`config.mk`:
```
export PLATFORM = sky130hd
export DESIGN_NAME = swrst_seq
export DESIGN_NICKNAME = d
export VERILOG_FILES = /design/src/rtl/swrst_pkg.sv /design/src/rtl/swrst_byte_rx.sv /design/src/rtl/swrst_arm_ctl.sv /design/src/rtl/swrst_lock_tmr.sv /design/src/rtl/swrst_seq.sv
export SDC_FILE = /design/constraint.sdc
export NUM_CORES = 1
export LEC_CHECK = 0
export BUFFER_PORTS_ARGS = -buffer_cell sky130_fd_sc_hd__buf_2
export CAP_MARGIN = 30
export CORE_ASPECT_RATIO = 0.9
export CORE_MARGIN = 4
export CORE_UTILIZATION = 60
export CTS_BUF_LIST = sky130_fd_sc_hd__clkbuf_16
export CTS_CLUSTER_SIZE = 10
export DETAILED_ROUTE_END_ITERATION = 6
export PLACE_DENSITY = 0.85
export SETUP_SLACK_MARGIN = 0.3
export SYNTH_ARGS = -nofsm -noshare
export SYNTH_HDL_FRONTEND = slang
export SYNTH_SLANG_ARGS = --single-unit
export TNS_END_PERCENT = 10
```
`constraint.sdc`:
```
create_clock -name clk -period 3 [get_ports clk]
set_clock_uncertainty 0.05 [all_clocks]
set_input_delay 0.6 -clock clk [delete_from_list [all_inputs] [get_ports clk]]
set_output_delay 0.6 -clock clk [all_outputs]
set_load 0.03 [all_outputs]
```
`src/rtl/swrst_pkg.sv`:
```
package swrst_pkg;
    typedef enum logic {
        ARM_IDLE  = 1'b0,
        ARM_READY = 1'b1
    } arm_state_e;
endpackage

```
`src/rtl/swrst_byte_rx.sv`:
```
module swrst_byte_rx #(
    parameter int INSTR_BITS  = 8,
    parameter int SYNC_STAGES = 2
) (
    input  logic                  clk,
    input  logic                  rst_n,
    input  logic                  sclk_i,
    input  logic                  cs_n_i,
    input  logic                  mosi_i,
    output logic                  vld_o,
    output logic [INSTR_BITS-1:0] byte_o
);
    localparam int CW = $clog2(INSTR_BITS + 2);
    localparam logic [CW-1:0] FULL = CW'(INSTR_BITS);
    localparam logic [CW-1:0] OVER = CW'(INSTR_BITS + 1);

    typedef struct packed {
        logic [SYNC_STAGES-1:0] cs_p;
        logic [SYNC_STAGES-1:0] ck_p;
        logic [SYNC_STAGES-1:0] di_p;
        logic                   ck_old;
        logic                   cs_old;
        logic [INSTR_BITS-1:0]  sh;
        logic [CW-1:0]          cnt;
        logic                   vld;
    } rx_t;

    rx_t rx_d, rx_q;
    logic cs_s, ck_s, di_s;

    assign cs_s = rx_q.cs_p[SYNC_STAGES-1];
    assign ck_s = rx_q.ck_p[SYNC_STAGES-1];
    assign di_s = rx_q.di_p[SYNC_STAGES-1];

    always_comb begin
        rx_d        = rx_q;
        rx_d.cs_p   = {rx_q.cs_p[SYNC_STAGES-2:0], cs_n_i};
        rx_d.ck_p   = {rx_q.ck_p[SYNC_STAGES-2:0], sclk_i};
        rx_d.di_p   = {rx_q.di_p[SYNC_STAGES-2:0], mosi_i};
        rx_d.ck_old = ck_s;
        rx_d.cs_old = cs_s;
        rx_d.vld    = 1'b0;
        if (cs_s) begin
            if (!rx_q.cs_old && rx_q.cnt == FULL) begin
                rx_d.vld = 1'b1;
            end
            rx_d.cnt = '0;
        end else if (ck_s && !rx_q.ck_old) begin
            rx_d.sh = {rx_q.sh[INSTR_BITS-2:0], di_s};
            if (rx_q.cnt != OVER) begin
                rx_d.cnt = rx_q.cnt + 1'b1;
            end
        end
    end

    always_ff @(posedge clk or negedge rst_n) begin
        if (!rst_n) begin
            rx_q        <= '0;
            rx_q.cs_p   <= '1;
            rx_q.cs_old <= 1'b1;
        end else begin
            rx_q <= rx_d;
        end
    end

    assign vld_o  = rx_q.vld;
    assign byte_o = rx_q.sh;

    assert_vld_after_cs_rise_R1: assert property (@(posedge clk) disable iff (!rst_n)
        rx_q.vld |-> $past(cs_s) && !$past(rx_q.cs_old));
    assert_cnt_saturates_R1: assert property (@(posedge clk) disable iff (!rst_n)
        rx_q.cnt <= OVER);
    assert_vld_single_R1: assert property (@(posedge clk) disable iff (!rst_n)
        rx_q.vld |=> !rx_q.vld);
endmodule

```
`src/rtl/swrst_arm_ctl.sv`:
```
module swrst_arm_ctl
    import swrst_pkg::*;
#(
    parameter int                  INSTR_BITS = 8,
    parameter logic [INSTR_BITS-1:0] ARM_CODE  = 8'h66,
    parameter logic [INSTR_BITS-1:0] EXEC_CODE = 8'h99
) (
    input  logic                  clk,
    input  logic                  rst_n,
    input  logic                  vld_i,
    input  logic [INSTR_BITS-1:0] byte_i,
    input  logic                  lock_i,
    output logic                  fire_o,
    output logic                  pulse_o
);
    typedef struct packed {
        arm_state_e st;
        logic       pulse;
    } arm_t;

    arm_t arm_d, arm_q;

    always_comb begin
        arm_d       = arm_q;
        arm_d.pulse = 1'b0;
        fire_o      = 1'b0;
        if (lock_i) begin
            arm_d.st = ARM_IDLE;
        end else if (vld_i) begin
            if (byte_i == ARM_CODE) begin
                arm_d.st = ARM_READY;
            end else if (byte_i == EXEC_CODE && arm_q.st == ARM_READY) begin
                fire_o      = 1'b1;
                arm_d.pulse = 1'b1;
                arm_d.st    = ARM_IDLE;
            end else begin
                arm_d.st = ARM_IDLE;
            end
        end
    end

    always_ff @(posedge clk or negedge rst_n) begin
        if (!rst_n) begin
            arm_q <= '{st: ARM_IDLE, pulse: 1'b0};
        end else begin
            arm_q <= arm_d;
        end
    end

    assign pulse_o = arm_q.pulse;

    assert_pulse_one_cycle_R3: assert property (@(posedge clk) disable iff (!rst_n)
        arm_q.pulse |=> !arm_q.pulse);
    assert_pulse_needs_arm_R4: assert property (@(posedge clk) disable iff (!rst_n)
        arm_q.pulse |-> $past(arm_q.st) == ARM_READY);
    assert_disarmed_in_lock_R8: assert property (@(posedge clk) disable iff (!rst_n)
        lock_i |-> arm_q.st == ARM_IDLE);
    assert_pulse_after_exec_R3: assert property (@(posedge clk) disable iff (!rst_n)
        arm_q.pulse |-> $past(vld_i) && $past(byte_i) == EXEC_CODE);
endmodule

```
`src/rtl/swrst_lock_tmr.sv`:
```
module swrst_lock_tmr #(
    parameter int LOCK_CYCLES = 3750
) (
    input  logic clk,
    input  logic rst_n,
    input  logic load_i,
    output logic lock_o
);
    localparam int LW = $clog2(LOCK_CYCLES + 1);
    localparam logic [LW-1:0] LOAD_VAL = LW'(LOCK_CYCLES);

    typedef struct packed {
        logic [LW-1:0] cnt;
    } tmr_t;

    tmr_t tmr_d, tmr_q;

    always_comb begin
        tmr_d = tmr_q;
        if (load_i) begin
            tmr_d.cnt = LOAD_VAL;
        end else if (tmr_q.cnt != '0) begin
            tmr_d.cnt = tmr_q.cnt - 1'b1;
        end
    end

    always_ff @(posedge clk or negedge rst_n) begin
        if (!rst_n) begin
            tmr_q <= '0;
        end else begin
            tmr_q <= tmr_d;
        end
    end

    assign lock_o = (tmr_q.cnt != '0);

    assert_cnt_bounded_R7: assert property (@(posedge clk) disable iff (!rst_n)
        tmr_q.cnt <= LOAD_VAL);
    assert_lock_rise_from_load_R7: assert property (@(posedge clk) disable iff (!rst_n)
        lock_o && !$past(lock_o) |-> $past(load_i));
endmodule

```
`src/rtl/swrst_seq.sv`:
```
module swrst_seq #(
    parameter int                    INSTR_BITS  = 8,
    parameter int                    SYNC_STAGES = 2,
    parameter logic [INSTR_BITS-1:0] ARM_CODE    = 8'h66,
    parameter logic [INSTR_BITS-1:0] EXEC_CODE   = 8'h99,
    parameter int                    LOCK_CYCLES = 3750
) (
    input  logic clk,
    input  logic rst_n,
    input  logic spi_sclk,
    input  logic spi_cs_n,
    input  logic spi_mosi,
    output logic reset_pulse,
    output logic lockout
);
    logic                  rx_vld;
    logic [INSTR_BITS-1:0] rx_byte;
    logic                  fire;

    swrst_byte_rx #(.INSTR_BITS(INSTR_BITS), .SYNC_STAGES(SYNC_STAGES)) u_rx (
        .clk(clk), .rst_n(rst_n), .sclk_i(spi_sclk), .cs_n_i(spi_cs_n),
        .mosi_i(spi_mosi), .vld_o(rx_vld), .byte_o(rx_byte)
    );

    swrst_arm_ctl #(.INSTR_BITS(INSTR_BITS), .ARM_CODE(ARM_CODE), .EXEC_CODE(EXEC_CODE)) u_arm (
        .clk(clk), .rst_n(rst_n), .vld_i(rx_vld), .byte_i(rx_byte),
        .lock_i(lockout), .fire_o(fire), .pulse_o(reset_pulse)
    );

    swrst_lock_tmr #(.LOCK_CYCLES(LOCK_CYCLES)) u_tmr (
        .clk(clk), .rst_n(rst_n), .load_i(fire), .lock_o(lockout)
    );

    assert_pulse_with_lock_R7: assert property (@(posedge clk) disable iff (!rst_n)
        reset_pulse |-> lockout);
    assert_no_pulse_from_lock_R8: assert property (@(posedge clk) disable iff (!rst_n)
        reset_pulse |-> !$past(lockout));
endmodule

```
---- Yosys cells after proc, flatten, opt, wreduce, memory -nomap -nowiden ----
Index checks and enable logic that the tools add are counted.
storage, ports and cells
  flip-flop bits (word level) ............. 35
  output and inout port bits .............. 2
  input bits .............................. 5
  word-level logic and storage cells ...... 45
operators by class
  reductions and logical operators ........ 12
  multiplexer cells ....................... 15
  add/subtract/negate cells ............... 2
  bitwise operators ....................... 1
  eq/ne operators ......................... 4
operators by type and width
  kind                   count
  $mux 12                2
  $mux 4                 3
  $reduce_bool 12->1     1
  $sub 12x1->12 const B  1
  $mux 1                 9
  $eq 8x7->1 const B     1
  $eq 8x8->1 const B     1
  $reduce_bool 2->1      4
  $add 4x1->4 const B    1
  $eq 4x4->1 const B     1
  $ne 4x4->1 const B     1
  $reduce_and 2->1       2
  $logic_and 1x1->1      3
  $logic_not 1->1        2
  $mux 2                 1
  $not 1->1              1

---- Logic depth before layout (Yosys ltp) ----
Gate-level depths: netlist of the first run.
  depth after elaboration ................. 7
  mapped depth ............................ 7
  mapped depth without buffers ............ 6

---- By module ----
Synthesis of the first run repeated with hierarchy kept, for this count alone.
unflattened totals
  cell total of the unflattened synthesis .. 143
  area total of the unflattened synthesis .. 1689.1 um^2
by module, submodules not included
  module          times used  seq. area each (um^2)  area each (um^2)  cells each
  swrst_byte_rx   1           529.3                  867.1             63
  swrst_lock_tmr  1           300.3                  691.9             69
  swrst_arm_ctl   1           50.0                   130.1             11

---- Least setup slack after synthesis of the first run ----
Ideal clock, no wire load.
  path type ............................... flip-flop to output port
  from .................................... reg u_tmr.tmr_q[0] (netlist name)
  to ...................................... out lockout
  arrival ................................. 1.174 ns
  slack ................................... 1.176 ns
  data required time ...................... 2.350 ns
  path buffers ............................ 1
  cell stages (with the launch flop) ...... 6
  cell sequence ........................... dfrtp_1 inv_1 ha_1 nor2b_1 nand4_1 buf_2
on the way
  cells in the longest elaborated chain, start to end .. 1
RTL lines
  item                    RTL line              RTL
  from (decl)             swrst_lock_tmr.sv:16  tmr_t tmr_d, tmr_q;
  from (signal assigned)  swrst_lock_tmr.sv:31  tmr_q <= tmr_d;
  $reduce_bool 12->1      swrst_lock_tmr.sv:35  assign lock_o = (tmr_q.cnt != '0);
  to (decl)               swrst_seq.sv:14       output logic lockout
Every way passes these cells.

---- Final worst setup path of the first run ----
  from .................................... reg u_tmr.tmr_q[3] (netlist name)
  to ...................................... out lockout
Same word-level chain as after synthesis.

==> flow_metrics.env, run 1 <==
export IMPL_syn_inst=132
export IMPL_yosysTopAreaCell="dfrtp_1"
export IMPL_post_cts_setup_buffers=0
export IMPL_grt_max_degree=36
export IMPL_hold_viol=0
export IMPL_fin_nets=154
export IMPL_hold_path_class="register to register"
export IMPL_grt_pass1_wl_mm=4.89
export IMPL_clk_latency_ns=0.28
export IMPL_rows=17
export IMPL_synthTopCellsByArea="dfrtp_1 52%, mux2_2 6.5%, dfstp_2 5.1%"
export IMPL_yosysSeqAreaShare_pct=56.7
export IMPL_cts_made_buffers=5
export IMPL_fin_ws_ns=0.776
export IMPL_power_frac_seq_pct=42.8
export IMPL_p_int_w=0.000998
export IMPL_antenna_found_initial=0
export IMPL_cts_resized=0
export IMPL_fmax_mhz=450
export IMPL_io_buffers=6
export IMPL_slew_violations=0
export IMPL_start_util_pct=62.9
export IMPL_first_global_vias=1067
export IMPL_arrival_ns=1.57
export IMPL_slew_limit_headroom_pct=50.6
export IMPL_status="completed"
export IMPL_dieArea_sq_um=3460
export IMPL_synth_commonest_cells="32 x dfrtp_1, 12 x nor2_1, 9 x mux2_2"
export IMPL_core_sq_um=2470
export IMPL_cts_root_buffer="clkbuf_16"
export IMPL_synth_most_common_cell="dfrtp_1"
export IMPL_fin_crit_sh_pct=74.1
export IMPL_synthArstFlopShare_pct=100
export IMPL_antenna_cells=0
export IMPL_peakVddDrop_v=0.000689
export IMPL_worst_pin_slew_ns=0.741
export IMPL_drive_gt1_share_pct=21.2
export IMPL_die_x_um=61.6
export IMPL_io_pins=7
export IMPL_combPwrFrac_pct=22.9
export IMPL_vias=1042
export IMPL_cts_tree="yes"
export IMPL_die_h_um=56.2
export IMPL_critPathLaunchType="register"
export IMPL_synth_seq_cells=35
export IMPL_syn_area_per_cell_sq_um=11.8
export IMPL_drt_total_wl_mm=2.85
export IMPL_setup_viol=0
export IMPL_ys_warnings_count=0
export IMPL_drt_pass1_iterations=4
export IMPL_cts_max_path_buffers=2
export IMPL_rsz0062_at_grt="false"
export IMPL_hold_buffers=0
export IMPL_synth_edf_count=0
export IMPL_drc=0
export IMPL_wl_per_cell_um=16.4
export IMPL_cts_max_level=2
export IMPL_postRouteAntennaNets=0
export IMPL_syn_cell_area_sq_um=1550
export IMPL_cp_end_kind="primary output"
export IMPL_dr_first_iter_drc_count=36
export IMPL_synth_ff_type="dfrtp_1"
export IMPL_synth_top_area_share_pct=51.6
export IMPL_synthToLayoutAreaGrowth_pct=13.2
export IMPL_swShare_pct=28.1
export IMPL_p_switching_w=0.000389
export IMPL_required_ns=2.35
export IMPL_post_place_ws_ns=1.08
export IMPL_syn_num_nets=141
export IMPL_fin_tns_setup_ns=0
export IMPL_vias_per_cell=5.99
export IMPL_powerDensity_nw_per_um2=790
export IMPL_timing_worst_setup_path_type="register to primary output"
export IMPL_place_congestion=0.856
export IMPL_p_clk_share_pct=34.4
export IMPL_fin_crit_ns=2.22
export IMPL_dp_hpwl_mm=1.88
export IMPL_cap_violations=0
export IMPL_path_max_fanout=6
export IMPL_grt_overflow_total=0
export IMPL_fillCellCount=171
export IMPL_p_leak_nw=0.847
export IMPL_track_usage_pct=20.0
export IMPL_clkTransAtPathRegs_ns=0.05
export IMPL_synthDistinctLibCells=35
export IMPL_cts_sinks=35
cell type report:
class / count / area, sq um / area share (%)
flip-flops and latches: 35 / 880 / 50.1
multi-input cells: 89 / 641 / 36.5
inverters: 7 / 26.3 / 1.50
clock inverters: 3 / 12.5 / 0.712
repair buffers: 7 / 37.5 / 2.14
well taps: 28 / 35.0 / 1.99
clock buffers: 5 / 125 / 7.12
power by group through the flow:
stage                     Sequential [W]  Clock, W  Combinational (W)
after floorplan                 0.000584         0           0.000247
after detailed placement        0.000600         0           0.000314
final                           0.000593  0.000476           0.000317
after CTS                       0.000593  0.000490           0.000319
after global placement          0.000595         0           0.000300
after global routing            0.000602  0.000510           0.000353
layer usage:
layer	wire (um)	track usage (%)	up-vias
met4	104	14.8	0
met5	0	0	-
li1	-	-	491
met2	1390	28.7	25
met3	105	6.50	10
met1	1250	24.4	516
sequential cells by signal, indices dropped and copies added (netlist names), 3 cells and up:
name	cells
u_tmr.tmr_q	12
u_rx.rx_q	6
u_rx.byte_o	8
u_rx.rx_d	3
worst max-delay path, cell delays in order (launching register included):
cell and delay, ns:
dfrtp_1 0.46, nor4_4 0.45, nand4_1 0.16, buf_2 0.22
per-stage QoR:
step	std cells	utilization, %	hold slack [ns]	power (W)	instance area [sq um]
2_1_floorplan	132	-	0.254	0.000831	1550
3_3_place_gp	166	65.6	0.283	0.000895	1620
3_5_place_dp	166	65.6	0.286	0.000915	1620
4_1_cts	174	71.2	0.303	0.00140	1760
5_1_grt	174	71.2	0.308	0.00146	1760
6_report	174	71.2	0.302	0.00139	1760
final timing paths:
check	startpoint	to	slack, ns	depth (start not counted)
setup / recovery	u_tmr.tmr_q[3]$_DFFE_PN0P_	lockout	0.78	3
hold / removal	u_rx.rx_d[16]$_DFF_PN0_	u_rx.di_s$_DFF_PN0_	0.30	0
setup reg to reg	u_tmr.tmr_q[3]$_DFFE_PN0P_	u_tmr.tmr_q[2]$_DFFE_PN0P_	0.95	4
hold reg to reg	u_rx.rx_d[16]$_DFF_PN0_	u_rx.di_s$_DFF_PN0_	0.30	0
max in group asynchronous	rst_n	u_rx.byte_o[1]$_DFFE_PN0P_	2.09	1
min in group asynchronous	rst_n	u_rx.byte_o[2]$_DFFE_PN0P_	0.34	1
cell families after synthesis:
group           Yosys count  share of synthesized area (%)
fa+ha+maj                 4                           3.23
compound gates           15                           6.05
xor+xnor                  5                           2.82
simple gates             54                           21.3
buf+inv                   8                           2.02
flops                    35                           56.7
mux                      11                           7.90
cells in the final DEF, fill, tap and decap left out, types with 2 or more instances in the layout:
master / count
dfrtp_1: 32
buf_2: 6
ha_1: 4
nand2_1: 4
xor2_1: 2
and3_1: 2
nor4bb_1: 4
xnor2_1: 3
nor3_1: 3
nand2b_1: 4
o21ai_0: 2
o21a_1: 2
dfstp_2: 3
nand4_1: 4
nor2_1: 12
clkbuf_16: 5
a21oi_1: 7
mux2_2: 9
nand3_1: 5
nor4_1: 2
nand3b_1: 2
or3_1: 3
inv_1: 9
nor2b_1: 3
Note: power is estimated with default switching activity, not from simulation.
==> run 2: changes to the inputs <==
Settings changed: CORE_UTILIZATION 60 to 59, PLACE_DENSITY 0.85 to 0.84.
Clock period 3 ns to 2.2 ns, I/O delays scaled along.
==> run 2 against run 1 <==
Combinational power grew 51%. Die area grew 1.5%. Setup slack lost 0.45 ns. Final cell count grew 2.3%. Sequential cell count is the same. Global-route usage shrank 1.0 points. Hold slack lost 0.13 ns. Largest cell class unchanged. Critical path type unchanged. Total power grew 39%. Clock power grew 34%.
==> flow_metrics.env, run 2 (same netlist as run 1, synthesis figures left out) <==
export IMPL_drc=0
export IMPL_antenna_found_initial=0
export IMPL_fin_nets=158
export IMPL_cts_max_path_buffers=2
export IMPL_fmax_mhz=535
export IMPL_slew_limit_headroom_pct=52.0
export IMPL_drt_total_wl_mm=2.70
export IMPL_final_common_cell="dfrtp_1"
export IMPL_r2r_cells=5
export IMPL_start_util_pct=62.3
export IMPL_p_clk_share_pct=33.1
export IMPL_hold_buffers=0
export IMPL_required_ns=1.71
export IMPL_dieArea_sq_um=3520
export IMPL_path_max_fanout=6
export IMPL_fin_tns_setup_ns=0
export IMPL_timing_worst_setup_path_type="register to primary output"
export IMPL_postRouteAntennaNets=0
export IMPL_cap_violations=0
export IMPL_dr_first_iter_drc_count=29
export IMPL_die_h_um=56.7
export IMPL_slew_violations=0
export IMPL_cts_tree="yes"
export IMPL_clkTransAtPathRegs_ns=0.05
export IMPL_cts_max_level=2
export IMPL_cts_root_buffer="clkbuf_16"
export IMPL_p_leak_nw=0.882
export IMPL_die_x_um=62.1
export IMPL_critPathLaunchType="register"
export IMPL_post_place_ws_ns=0.334
export IMPL_synthToLayoutAreaGrowth_pct=17.3
export IMPL_r2r_end="u_tmr.tmr_q[10]$_DFFE_PN0P_"
export IMPL_layout_cells_most_common_list="31 x dfrtp_1, 12 x nor2_1, 9 x inv_1, 9 x mux2_2, 7 x a21oi_1"
export IMPL_timing_rr_start="u_tmr.tmr_q[2]$_DFFE_PN0P_"
export IMPL_grt_overflow_total=0
export IMPL_rrSetupSlack_ns=0.37
export IMPL_p_int_w=0.00140
export IMPL_holdWs_ns=0.172
export IMPL_status="completed"
export IMPL_rsz0062_at_grt="true"
export IMPL_power_frac_seq_pct=42.2
export IMPL_fin_ws_ns=0.331
export IMPL_fin_crit_sh_pct=84.9
export IMPL_largest_reg_flops=12
export IMPL_arrival_ns=1.38
export IMPL_cp_end_kind="primary output"
export IMPL_worst_pin_slew_ns=0.720
export IMPL_fin_area_sq_um=1820
export IMPL_io_pins=7
export IMPL_post_route_util_pct=73.2
export IMPL_cts_sinks=35
export IMPL_drt_pass1_iterations=4
export IMPL_clk_latency_ns=0.27
export IMPL_p_switching_w=0.000536
export IMPL_hold_viol=0
export IMPL_io_buffers=6
export IMPL_combPwrFrac_pct=24.8
export IMPL_place_area_sq_um=1620
export IMPL_peakVddDrop_v=0.000859
export IMPL_drive_gt1_share_pct=26.0
export IMPL_first_global_vias=1085
export IMPL_wl_per_cell_um=15.2
export IMPL_cts_made_buffers=5
export IMPL_hold_path_class="primary input to asynchronous set/reset pin"
export IMPL_antenna_cells=0
export IMPL_core_sq_um=2490
export IMPL_dp_hpwl_mm=1.72
export IMPL_powerDensity_nw_per_um2=1060
export IMPL_top_register="u_tmr.tmr_q"
export IMPL_setup_viol=0
export IMPL_track_usage_pct=19.0
export IMPL_vias=1035
export IMPL_fin_crit_ns=1.87
export IMPL_swShare_pct=27.7
export IMPL_place_congestion=0.847
export IMPL_grt_max_degree=36
export IMPL_vias_per_cell=5.81
export IMPL_rows=17
export IMPL_grt_pass1_wl_mm=4.84
[run 2: cell types whose count changed in the layout (fill, tap and decap cells not counted), sizes merged]
| cell | change |
|---|---|
| buf | +4 |
[run 2: worst max-delay path by stage]
stage,startpoint,cells past startpoint,slack [ns],end
after floorplan,u_tmr.tmr_q[0]$_DFFE_PN0P_,6,0.46,u_tmr.tmr_q[10]$_DFFE_PN0P_
after global placement,u_tmr.tmr_q[3]$_DFFE_PN0P_,4,0.34,u_tmr.tmr_q[2]$_DFFE_PN0P_
after detailed placement,u_tmr.tmr_q[3]$_DFFE_PN0P_,4,0.33,u_tmr.tmr_q[2]$_DFFE_PN0P_
after CTS,u_tmr.tmr_q[0]$_DFFE_PN0P_,5,0.32,lockout
after global routing,u_tmr.tmr_q[9]$_DFFE_PN0P_,3,0.27,lockout
final,u_tmr.tmr_q[2]$_DFFE_PN0P_,3,0.33,lockout
[run 2: metrics by stage]
step / instances / power (W)
after detailed placement: 166 / 0.00125
after CTS: 178 / 0.00194
after floorplan: 132 / 0.00113
after global routing: 178 / 0.00205
after global placement: 166 / 0.00122
final: 178 / 0.00193
[run 2: final cells by class]
class,instances,area [sq um]
Fill cell,180,668
Clock inverter,3,12.5
Clock buffer,5,125
Sequential cell,35,881
Timing Repair Buffer,11,73.8
Inverter,7,26.3
Multi-Input combinational cell,89,667
Tap cell,28,35.0
[run 2: what timing repair did]
item | in CTS | in global routing
endpoints found under the setup margin | 1 | 6
setup buffers | 4 | 0
gates cloned | 0 | 0
pin swaps | 1 | 0
gates resized for setup | 5 | 4
[run 2: power by group through the flow]
stage / Combinational, W / Clock (W) / Sequential (W)
2_1_floorplan: 0.000336 / 0 / 0.000797
3_3_place_gp: 0.000410 / 0 / 0.000810
3_5_place_dp: 0.000426 / 0 / 0.000821
4_1_cts: 0.000471 / 0.000656 / 0.000815
5_1_grt: 0.000535 / 0.000684 / 0.000828
6_report: 0.000479 / 0.000639 / 0.000815
[run 2: per-layer routing]
layer  vias up  GRT usage (%)  share of wire (%)
met5         -              0                  0
met4         0           9.09                2.1
met3         5           4.83                3.6
met2        22           29.3                 49
met1       507           24.4                 45
li1        501              -                  -
[run 2: critical path, stage by stage (launching register included)]
cell and delay, ns:
dfrtp_1 0.45, nor4_4 0.30, nand4_1 0.17, buf_6 0.18
